--- src/rtl/xlat_pkg.sv ---
package xlat_pkg;
  typedef enum logic [1:0] {
    TGT_SAME   = 2'd0,
    TGT_PICKED = 2'd1,
    TGT_FREE   = 2'd2,
    TGT_ROBIN  = 2'd3
  } tgt_kind_t;
endpackage

--- src/rtl/xlat_store.sv ---
module xlat_store #(
  parameter int ENTRIES = 2,
  parameter int VPN_W   = 19,
  parameter int PPN_W   = 15,
  parameter int IDX_W   = 1
) (
  input  logic                          clk,
  input  logic                          rst,
  input  logic                          flush,
  input  logic                          wr_en,
  input  logic [IDX_W-1:0]              wr_idx,
  input  logic [VPN_W-1:0]              wr_vpn,
  input  logic [PPN_W-1:0]              wr_ppn,
  output logic [ENTRIES-1:0]            valid_q,
  output logic [ENTRIES-1:0][VPN_W-1:0] vpn_q,
  output logic [ENTRIES-1:0][PPN_W-1:0] ppn_q
);

  // valid bits carry the reset; tag and data storage do not
  always_ff @(posedge clk) begin
    if (rst || flush) begin
      valid_q <= '0;
    end else if (wr_en) begin
      valid_q[wr_idx] <= 1'b1;
    end
  end

  always_ff @(posedge clk) begin
    if (wr_en && !flush) begin
      vpn_q[wr_idx] <= wr_vpn;
      ppn_q[wr_idx] <= wr_ppn;
    end
  end

  AST_RESET_EMPTY: assert property (@(posedge clk) rst |=> (valid_q == '0));
  AST_FLUSH_EMPTY: assert property (@(posedge clk) disable iff (rst)
    flush |=> (valid_q == '0));
  AST_FILL_LANDS: assert property (@(posedge clk) disable iff (rst)
    (wr_en && !flush) |=> (valid_q[$past(wr_idx)] && vpn_q[$past(wr_idx)] == $past(wr_vpn)
                           && ppn_q[$past(wr_idx)] == $past(wr_ppn)));

endmodule

--- src/rtl/xlat_cam.sv ---
module xlat_cam #(
  parameter int ENTRIES = 2,
  parameter int VPN_W   = 19,
  parameter int PPN_W   = 15
) (
  input  logic                          clk,
  input  logic                          rst,
  input  logic [ENTRIES-1:0]            valid_q,
  input  logic [ENTRIES-1:0][VPN_W-1:0] vpn_q,
  input  logic [ENTRIES-1:0][PPN_W-1:0] ppn_q,
  input  logic [VPN_W-1:0]              key,
  output logic [ENTRIES-1:0]            match_vec,
  output logic                          any_match,
  output logic [PPN_W-1:0]              ppn_sel
);

  genvar g;
  generate
    for (g = 0; g < ENTRIES; g++) begin : g_cmp
      assign match_vec[g] = valid_q[g] && (vpn_q[g] == key);
    end
  endgenerate

  assign any_match = |match_vec;

  // AND-OR select: correct because at most one lane matches
  always_comb begin
    ppn_sel = '0;
    for (int i = 0; i < ENTRIES; i++) begin
      ppn_sel = ppn_sel | (ppn_q[i] & {PPN_W{match_vec[i]}});
    end
  end

  AST_ONE_MATCH: assert property (@(posedge clk) disable iff (rst)
    $onehot0(match_vec));

endmodule

--- src/rtl/xlat_victim.sv ---
module xlat_victim
  import xlat_pkg::*;
#(
  parameter int ENTRIES = 2,
  parameter int IDX_W   = 1
) (
  input  logic               clk,
  input  logic               rst,
  input  logic               flush,
  input  logic               fill_en,
  input  logic               use_idx,
  input  logic [IDX_W-1:0]   fill_idx,
  input  logic [ENTRIES-1:0] valid_q,
  input  logic [ENTRIES-1:0] probe_vec,
  output logic               wr_en,
  output logic [IDX_W-1:0]   wr_idx,
  output tgt_kind_t          kind
);

  localparam logic [IDX_W-1:0] LAST = IDX_W'(ENTRIES - 1);

  logic [IDX_W-1:0] rr_ptr;
  logic [IDX_W-1:0] same_idx;
  logic [IDX_W-1:0] free_idx;
  logic             any_free;
  logic             named_ok;

  always_comb begin
    same_idx = '0;
    for (int i = 0; i < ENTRIES; i++) begin
      if (probe_vec[i]) same_idx = IDX_W'(i);
    end
  end

  // descending scan leaves the lowest empty slot
  always_comb begin
    free_idx = '0;
    for (int i = ENTRIES - 1; i >= 0; i--) begin
      if (!valid_q[i]) free_idx = IDX_W'(i);
    end
  end

  assign any_free = ~&valid_q;
  assign named_ok = use_idx && (fill_idx <= LAST);

  always_comb begin
    if (|probe_vec) begin
      kind   = TGT_SAME;
      wr_idx = same_idx;
    end else if (named_ok) begin
      kind   = TGT_PICKED;
      wr_idx = fill_idx;
    end else if (any_free) begin
      kind   = TGT_FREE;
      wr_idx = free_idx;
    end else begin
      kind   = TGT_ROBIN;
      wr_idx = rr_ptr;
    end
  end

  assign wr_en = fill_en && !flush;

  always_ff @(posedge clk) begin
    if (rst) begin
      rr_ptr <= '0;
    end else if (wr_en && kind == TGT_ROBIN) begin
      rr_ptr <= (rr_ptr == LAST) ? '0 : rr_ptr + 1'b1;
    end
  end

  AST_FREE_SLOT_EMPTY: assert property (@(posedge clk) disable iff (rst)
    (wr_en && kind == TGT_FREE) |-> !valid_q[wr_idx]);
  AST_ROBIN_ONLY_FULL: assert property (@(posedge clk) disable iff (rst)
    (wr_en && kind == TGT_ROBIN) |-> (&valid_q));
  AST_PTR_IN_RANGE: assert property (@(posedge clk) disable iff (rst)
    rr_ptr <= LAST);
  AST_NAMED_KEEPS_PTR: assert property (@(posedge clk) disable iff (rst)
    (wr_en && kind == TGT_PICKED) |=> $stable(rr_ptr));

endmodule

--- src/rtl/va_xlat_buffer.sv ---
module va_xlat_buffer
  import xlat_pkg::*;
#(
  parameter int ENTRIES = 2,
  parameter int VPN_W   = 19,
  parameter int PPN_W   = 15,
  parameter int OFF_W   = 12,
  parameter int IDX_W   = (ENTRIES > 1) ? $clog2(ENTRIES) : 1
) (
  input  logic                     clk,
  input  logic                     rst,
  input  logic                     flush,
  input  logic [VPN_W+OFF_W-1:0]   lookup_va,
  output logic                     hit,
  output logic [PPN_W+OFF_W-1:0]   phys_addr,
  input  logic                     fill_en,
  input  logic [VPN_W-1:0]         fill_vpn,
  input  logic [PPN_W-1:0]         fill_ppn,
  input  logic                     fill_use_idx,
  input  logic [IDX_W-1:0]         fill_idx
);

  localparam int VA_W = VPN_W + OFF_W;
  localparam int PA_W = PPN_W + OFF_W;

  logic [ENTRIES-1:0]            valid_q;
  logic [ENTRIES-1:0][VPN_W-1:0] vpn_q;
  logic [ENTRIES-1:0][PPN_W-1:0] ppn_q;
  logic [ENTRIES-1:0]            look_vec;
  logic [ENTRIES-1:0]            probe_vec;
  logic                          probe_any;
  logic [PPN_W-1:0]              look_ppn;
  logic [PPN_W-1:0]              probe_ppn;
  logic                          wr_en;
  logic [IDX_W-1:0]              wr_idx;
  tgt_kind_t                     kind;

  xlat_store #(.ENTRIES(ENTRIES), .VPN_W(VPN_W), .PPN_W(PPN_W), .IDX_W(IDX_W)) u_store (
    .clk(clk), .rst(rst), .flush(flush),
    .wr_en(wr_en), .wr_idx(wr_idx), .wr_vpn(fill_vpn), .wr_ppn(fill_ppn),
    .valid_q(valid_q), .vpn_q(vpn_q), .ppn_q(ppn_q)
  );

  xlat_cam #(.ENTRIES(ENTRIES), .VPN_W(VPN_W), .PPN_W(PPN_W)) u_look (
    .clk(clk), .rst(rst), .valid_q(valid_q), .vpn_q(vpn_q), .ppn_q(ppn_q),
    .key(lookup_va[VA_W-1:OFF_W]),
    .match_vec(look_vec), .any_match(hit), .ppn_sel(look_ppn)
  );

  // second comparator bank probes the fill page for in-place update
  xlat_cam #(.ENTRIES(ENTRIES), .VPN_W(VPN_W), .PPN_W(PPN_W)) u_probe (
    .clk(clk), .rst(rst), .valid_q(valid_q), .vpn_q(vpn_q), .ppn_q(ppn_q),
    .key(fill_vpn),
    .match_vec(probe_vec), .any_match(probe_any), .ppn_sel(probe_ppn)
  );

  xlat_victim #(.ENTRIES(ENTRIES), .IDX_W(IDX_W)) u_victim (
    .clk(clk), .rst(rst), .flush(flush), .fill_en(fill_en),
    .use_idx(fill_use_idx), .fill_idx(fill_idx),
    .valid_q(valid_q), .probe_vec(probe_vec),
    .wr_en(wr_en), .wr_idx(wr_idx), .kind(kind)
  );

  assign phys_addr = hit ? {look_ppn, lookup_va[OFF_W-1:0]} : '0;

  AST_MISS_ZERO: assert property (@(posedge clk) disable iff (rst)
    !hit |-> (phys_addr == '0));
  AST_OFFSET_THRU: assert property (@(posedge clk) disable iff (rst)
    hit |-> (phys_addr[OFF_W-1:0] == lookup_va[OFF_W-1:0]));
  AST_SAME_KIND: assert property (@(posedge clk) disable iff (rst)
    (fill_en && probe_any) |-> (kind == TGT_SAME));
  AST_SAME_PPN_RANGE: assert property (@(posedge clk) disable iff (rst)
    !probe_any |-> (probe_ppn == '0));
  AST_PA_WIDTH: assert property (@(posedge clk) disable iff (rst)
    hit |-> ($countones(look_vec) == 1));

endmodule

--- config.mk ---
export PLATFORM = sky130hd
export DESIGN_NAME = va_xlat_buffer
export DESIGN_NICKNAME = d
export VERILOG_FILES = /design/src/rtl/xlat_pkg.sv /design/src/rtl/xlat_store.sv /design/src/rtl/xlat_cam.sv /design/src/rtl/xlat_victim.sv /design/src/rtl/va_xlat_buffer.sv
export SDC_FILE = /design/constraint.sdc
export NUM_CORES = 1
export LEC_CHECK = 0
export ABC_AREA = 1
export BUFFER_PORTS_ARGS = -buffer_cell sky130_fd_sc_hd__buf_2
export CAP_MARGIN = 20
export CORE_MARGIN = 4
export CORE_UTILIZATION = 48
export CTS_CLUSTER_DIAMETER = 150
export DETAILED_ROUTE_END_ITERATION = 6
export GPL_ROUTABILITY_DRIVEN = 1
export PLACE_DENSITY = 0.79
export SETUP_SLACK_MARGIN = 0.05
export SLEW_MARGIN = 20
export SYNTH_ARGS = -nofsm -noshare
export SYNTH_HDL_FRONTEND = slang
export SYNTH_SLANG_ARGS = --single-unit
--- constraint.sdc ---
create_clock -name clk -period 2.15 [get_ports clk]
set_clock_uncertainty 0.1 [all_clocks]
set_input_delay 0.215 -clock clk [delete_from_list [all_inputs] [get_ports clk]]
set_output_delay 0.215 -clock clk [all_outputs]
set_load 0.05 [all_outputs]
Word-level counts from Yosys, hierarchy flattened

Index checks and enable logic that the tools add are counted.
Widths: inputs -> output; s select.

Magnitude comparators: 3
$add $sub $neg: 1
Reduce and logical (&&, ||, !) cells: 14
Bitwise logic cells: 4
Equal/unequal tests: 5
Multiplexer cells: 19

Operators with widths:

| cell                | number |
|---|---|
| $eq 19x19->1        | 4 |
| $bwmux 38           | 1 |
| $and 15x15->15      | 2 |
| $bwmux 30           | 1 |
| $mux 27             | 1 |
| $demux 19 s1        | 1 |
| $mux 19             | 1 |
| $demux 15 s1        | 1 |
| $mux 15             | 1 |
| $or 15x15->15       | 1 |
| $logic_and 1x1->1   | 9 |
| $mux 1              | 9 |
| $mux 2              | 2 |
| $reduce_or 2->1     | 2 |
| $eq 2x2->1 const B  | 1 |
| $lt 1x2->1 const B  | 1 |
| $or 2x2->2          | 1 |
| $reduce_and 2->1    | 1 |
| $add 1x1->1 const B | 1 |
| $demux 1 s1         | 1 |
| $ge 1x1->1 const B  | 1 |
| $le 1x1->1 const B  | 1 |
| $logic_not 1->1     | 1 |
| $logic_or 1x1->1    | 1 |

Register bits after elaboration: 71
Bits of input ports: 71
Output and inout port bits: 28

Depth between registers and ports, before layout

Depth after elaboration: 10
Mapped depth: 12
Mapped depth without buffers: 12

Modules after synthesis

From an unflattened synthesis, not the netlist that was laid out.

Cell total of the unflattened synthesis: 582
Area total of the unflattened synthesis: 4,511.8 um^2

Modules (own cells, without submodules):

| module         | sequential area each (um^2) | area each (um^2) | instances | cells each |
|---|---|---|---|---|
| xlat_store     | 2,082.0                     | 2,143.3          | 1         | 85 |
| xlat_cam       | 0.0                         | 1,001.0          | 2         | 208 |
| va_xlat_buffer | 0.0                         | 236.5            | 1         | 57 |
| xlat_victim    | 20.0                        | 130.1            | 1         | 24 |

Worst setup path after synthesis

OpenSTA, ideal clock, no wires.

Path type: register -> output
From: register u_store.vpn_q[23] (netlist name)
To: output port phys_addr[0]
Path buffers: 0
Slack: -450 ps
Cell stages (with the launch flop): 5
Data arrival time: 2,285 ps
Required time: 1,835 ps
Cells stage by stage: edfxtp_1 > xor2_1 > nor4_4 > nand3_2 > a21boi_0

Word-level cells in the longest chain between the ends: 4

Ends and longest elaborated chain:

| element                          | line                 | source |
|---|---|---|
| start: declaration               | xlat_store.sv:15     | `output logic [ENTRIES-1:0][VPN_W-1:0] vpn_q,` |
| start signal: indexed assignment | xlat_store.sv:30     | `vpn_q[wr_idx] <= wr_vpn;` |
| $eq 19x19->1                     | xlat_cam.sv:20       | `assign match_vec[g] = valid_q[g] && (vpn_q[g] == key);` |
| $logic_and 1x1->1                | xlat_cam.sv:20       |  |
| $reduce_or 2->1                  | xlat_cam.sv:24       | `assign any_match = \|match_vec;` |
| $mux 27                          | va_xlat_buffer.sv:64 | `assign phys_addr = hit ? {look_ppn, lookup_va[OFF_W-1:0]} : '0;` |
| end: declaration                 | va_xlat_buffer.sv:15 | `output logic [PPN_W+OFF_W-1:0] phys_addr,` |

Every way passes these cells.

Worst setup path in the final report

From: register u_store.vpn_q[25] (netlist name)
To: output port phys_addr[4]

The elaborated chain is that of the path after synthesis.

==> impl_metrics.sql <==
INSERT INTO impl_metrics (metric_group, metric, value, unit) VALUES
('floorplan', 'initial_core_util', '50.3', '%'),
('grt', 'grt_pass1_vias', '3706', ''),
('timing', 'timing.fmax', '403', 'MHz'),
('hold_path', 'min_from', 'fill_vpn[4]', ''),
('cells_and_area', 'filler_cell_count', '584', ''),
('setup_path', 'worst_setup_path_startpoint', 'u_store.vpn_q[25]', ''),
('status', 'status', 'finished, violations left', ''),
('floorplan', 'core.rowCount', '32', ''),
('timing', 'min_period', '2480', 'ps'),
('floorplan', 'die_h', '98.7', 'um'),
('yosys', 'synth_area_leader_cell', 'edfxtp_1', ''),
('yosys', 'postSynth.topFlopCell', 'edfxtp_1', ''),
('setup_path', 'worst_r2r_startpoint', 'u_store.vpn_q[8]', ''),
('yosys', 'synth-warning-count', '0', ''),
('yosys', 'yosysUniqueCellTypes', '28', ''),
('pwr', 'power.leakage', '0.00261', 'uW'),
('floorplan', 'ioPinCount', '99', ''),
('placement', 'routabilityCongestion', '0.942', ''),
('cts', 'cts_max_path_buffers', '2', ''),
('cells_and_area', 'drive_gt1_share', '32.4', '%'),
('timing', 'final-setup-viol-count', '96', ''),
('floorplan', 'fp.dieArea', '9740', 'um^2'),
('yosys', 'synthesis.instances', '458', ''),
('timing', 'finalCritPeriodShare', '116', '%'),
('detailed_routing', 'first_pass_iters', '6', ''),
('cells_and_area', 'nets', '693', ''),
('grt', 'initial_antenna_violation_count', '0', ''),
('yosys', 'synthDominantCellAreaShare', '51.7', '%'),
('detailed_routing', 'route.final.wire_length', '13400', 'um'),
('placement', 'detailedPlacementHpwl', '8410', 'um'),
('cells_and_area', 'post-route-util', '73.8', '%'),
('cts', 'cts-root-buf', 'clkbuf_8', ''),
('setup_path', 'critPathArrivalTime', '2170', 'ps'),
('yosys', 'post-synth-top-count-cell', 'nand2_1', ''),
('yosys', 'synth_sequential_area_ratio', '53.2', '%'),
('timing', 'worst_slew_margin_rel', '75.2', '%'),
('grt', 'grt_pass1_wl', '19100', 'um'),
('timing', 'final_max_slew_viol_count', '0', ''),
('yosys', 'avgSynthCellArea', '8.62', 'um^2'),
('timing', 'worst_slew_pin_slew', '370', 'ps'),
('hold_path', 'hold_class', 'in -> reg', ''),
('floorplan', 'fp.dieW', '98.7', 'um'),
('yosys', 'synth_enable_flop_cells', '68', ''),
('cts', 'clk_pin_slew_worst_paths', '90', 'ps'),
('cts', 'tritoncts.num_buffers', '9', ''),
('setup_path', 'end_kind', 'output port', ''),
('grt', 'grt_start_max_net_pins', '35', ''),
('cts', 'clock-sinks', '71', ''),
('setup_path', 'critical_path_class', 'reg -> out', ''),
('cells_and_area', 'area_overhead_of_the_layout_relative_to_synthesis', '46.6', '%'),
('grt', 'grt.total_usage', '25.4', '%'),
('grt', 'global_route.overflow_total', '0', ''),
('detailed_routing', 'drt_first_iter_violations', '377', ''),
('yosys', 'async_reset_ff_share', '0', '%'),
('placement', 'dp_worst_setup_slack', '-57.7', 'ps'),
('cts', 'insertion_delay', '360', 'ps'),
('setup_path', 'timing.critical_path.from_type', 'flip-flop', ''),
('placement', 'detailed_place.area', '4660', 'um^2'),
('run', 'cap_viol_max_count', '0', ''),
('status', 'violations', 'setup timing', ''),
('detailed_routing', 'via_count', '4000', ''),
('detailed_routing', 'avgRoutedWirePerCell', '18.4', 'um'),
('placement', 'io_buffer_count', '98', ''),
('cells_and_area', 'antennaDiodeCount', '0', ''),
('yosys', 'synth_area_leaders', 'edfxtp_1 52%, nand2_1 13%, inv_1 8.0%', ''),
('yosys', 'syn-cell-area', '3950', 'um^2'),
('timing', 'grt_setup_unrepaired', 'true', ''),
('detailed_routing', 'vias_per_cell', '5.49', ''),
('cts', 'cts_tree', 'built', ''),
('detailed_routing', 'remaining_drc_errors', '0', ''),
('yosys', 'post_synthesis_register_bit_count', '71', ''),
('pwr', 'powerDensity', '514', 'nW/um^2'),
('timing', 'final.setup.worst_slack', '-333', 'ps'),
('floorplan', 'placeableCoreArea', '7850', 'um^2'),
('cells_and_area', 'fin_area', '5790', 'um^2'),
('setup_path', 'crit_path_max_fanout', '6', ''),
('timing', 'timing_hold_violations_final', '0', ''),
('yosys', 'synth_fp_nets', '529', ''),
('yosys', 'synthTopCellsByCount', '133 x nand2_1, 84 x inv_1, 68 x edfxtp_1, 43 x nor2_1, 19 x o21ai_1', ''),
('timing', 'setup_total_negative_slack', '-13260', 'ps'),
('detailed_routing', 'drt.antenna.violating_nets', '0', ''),
('setup_path', 'required', '1840', 'ps'),
('cts', 'h_tree_level_count', '3', ''),
('pwr', 'maximum_resistive_drop_on_vdd', '0.000448', 'V');
[power by group]
group	internal, uW	switching (uW)	total, uW
clock network	418	551	969
logic	186	237	422
registers	1560	24.1	1590
total	2170	811	2980
[logic make-up (layout without fill, tap and decap cells)]
kind of cell | Yosys count | after routing | share of synthesized area (%)
AO/OA/AOI/OAI | 68 | 68 | 11.0
XOR/XNOR | 15 | 15 | 3.33
buffers and inverters | 90 | 258 | 8.90
flip-flops | 71 | 71 | 53.2
AND/OR/NAND/NOR | 214 | 215 | 23.6
[path summary, 6_finish.rpt]
| kind | slack (ps) | to | depth (start not counted) |
|---|---|---|---|
| worst max-delay path | -330 | phys_addr[4] | 9 |
| worst min-delay path | 10 | u_store.vpn_q[4] | 1 |
| worst max register to register | -150 | u_store.vpn_q[33] | 13 |
| worst min register to register | 440 | u_victim.rr_ptr | 4 |
[stage by stage]
step                hold slack (ps)  total power [uW]  instances
detailed placement              289              1940        661
global route                  0.917              3090        729
finish                         10.7              2980        729
global placement                283              1930        661
CTS                           0.237              2940        709
floorplan                       187              1770        458
[worst max-delay path: stages (launching register included)]
cell	delay (ps)
edfxtp_1	430
xor2_1	180
nor2_1	140
o2111ai_2	160
nor2_4	200
buf_12	120
buf_12	90
nand3_4	110
a21boi_2	200
buf_6	180
[sequential cells by signal, summed over array words and instances (netlist names)]
register         flops
u_victim.rr_ptr      1
u_store.ppn_q       30
u_store.valid_q      2
u_store.vpn_q       38
[layout by cell type, fill, tap and decap left out, types with 13 or more instances in the layout]
cell           instances
nand2_1              128
inv_1                 76
buf_2                 70
edfxtp_1              68
nor2_1                39
buf_6                 33
dlygate4sd3_1         25
nand4_1               18
o22ai_1               17
buf_4                 15
o21ai_2               13
[routing by layer]
metal / global-route usage, % / vias to the layer above / share of wire [%]
li1: - / 1848 / -
met1: 34.8 / 1868 / 39
met2: 40.8 / 244 / 48
met3: 4.46 / 40 / 9.5
met4: 8.82 / 0 / 2.9
met5: 0 / - / 0
[final cells by class]
| type | instances | area, um^2 | area share, % |
|---|---|---|---|
| tap | 102 | 128 | 2.20 |
| multi-input combinational | 298 | 1660 | 28.7 |
| inverter | 84 | 323 | 5.58 |
| timing repair buffer | 158 | 1400 | 24.2 |
| sequential | 71 | 2100 | 36.3 |
| clock buffer | 9 | 124 | 2.14 |
| clock inverter | 7 | 46.3 | 0.800 |
[timing repair]
item / in CTS / in global routing
endpoints found under the setup margin: 30 / 96
cloned: 3 / 7
buffers inserted: 4 / 13
resized for setup: 86 / 21
hold buffers: 25 / 0
pin swaps: 5 / 10
hold endpoints to repair: 49 / 0
Note: power is estimated with default switching activity, not from simulation.
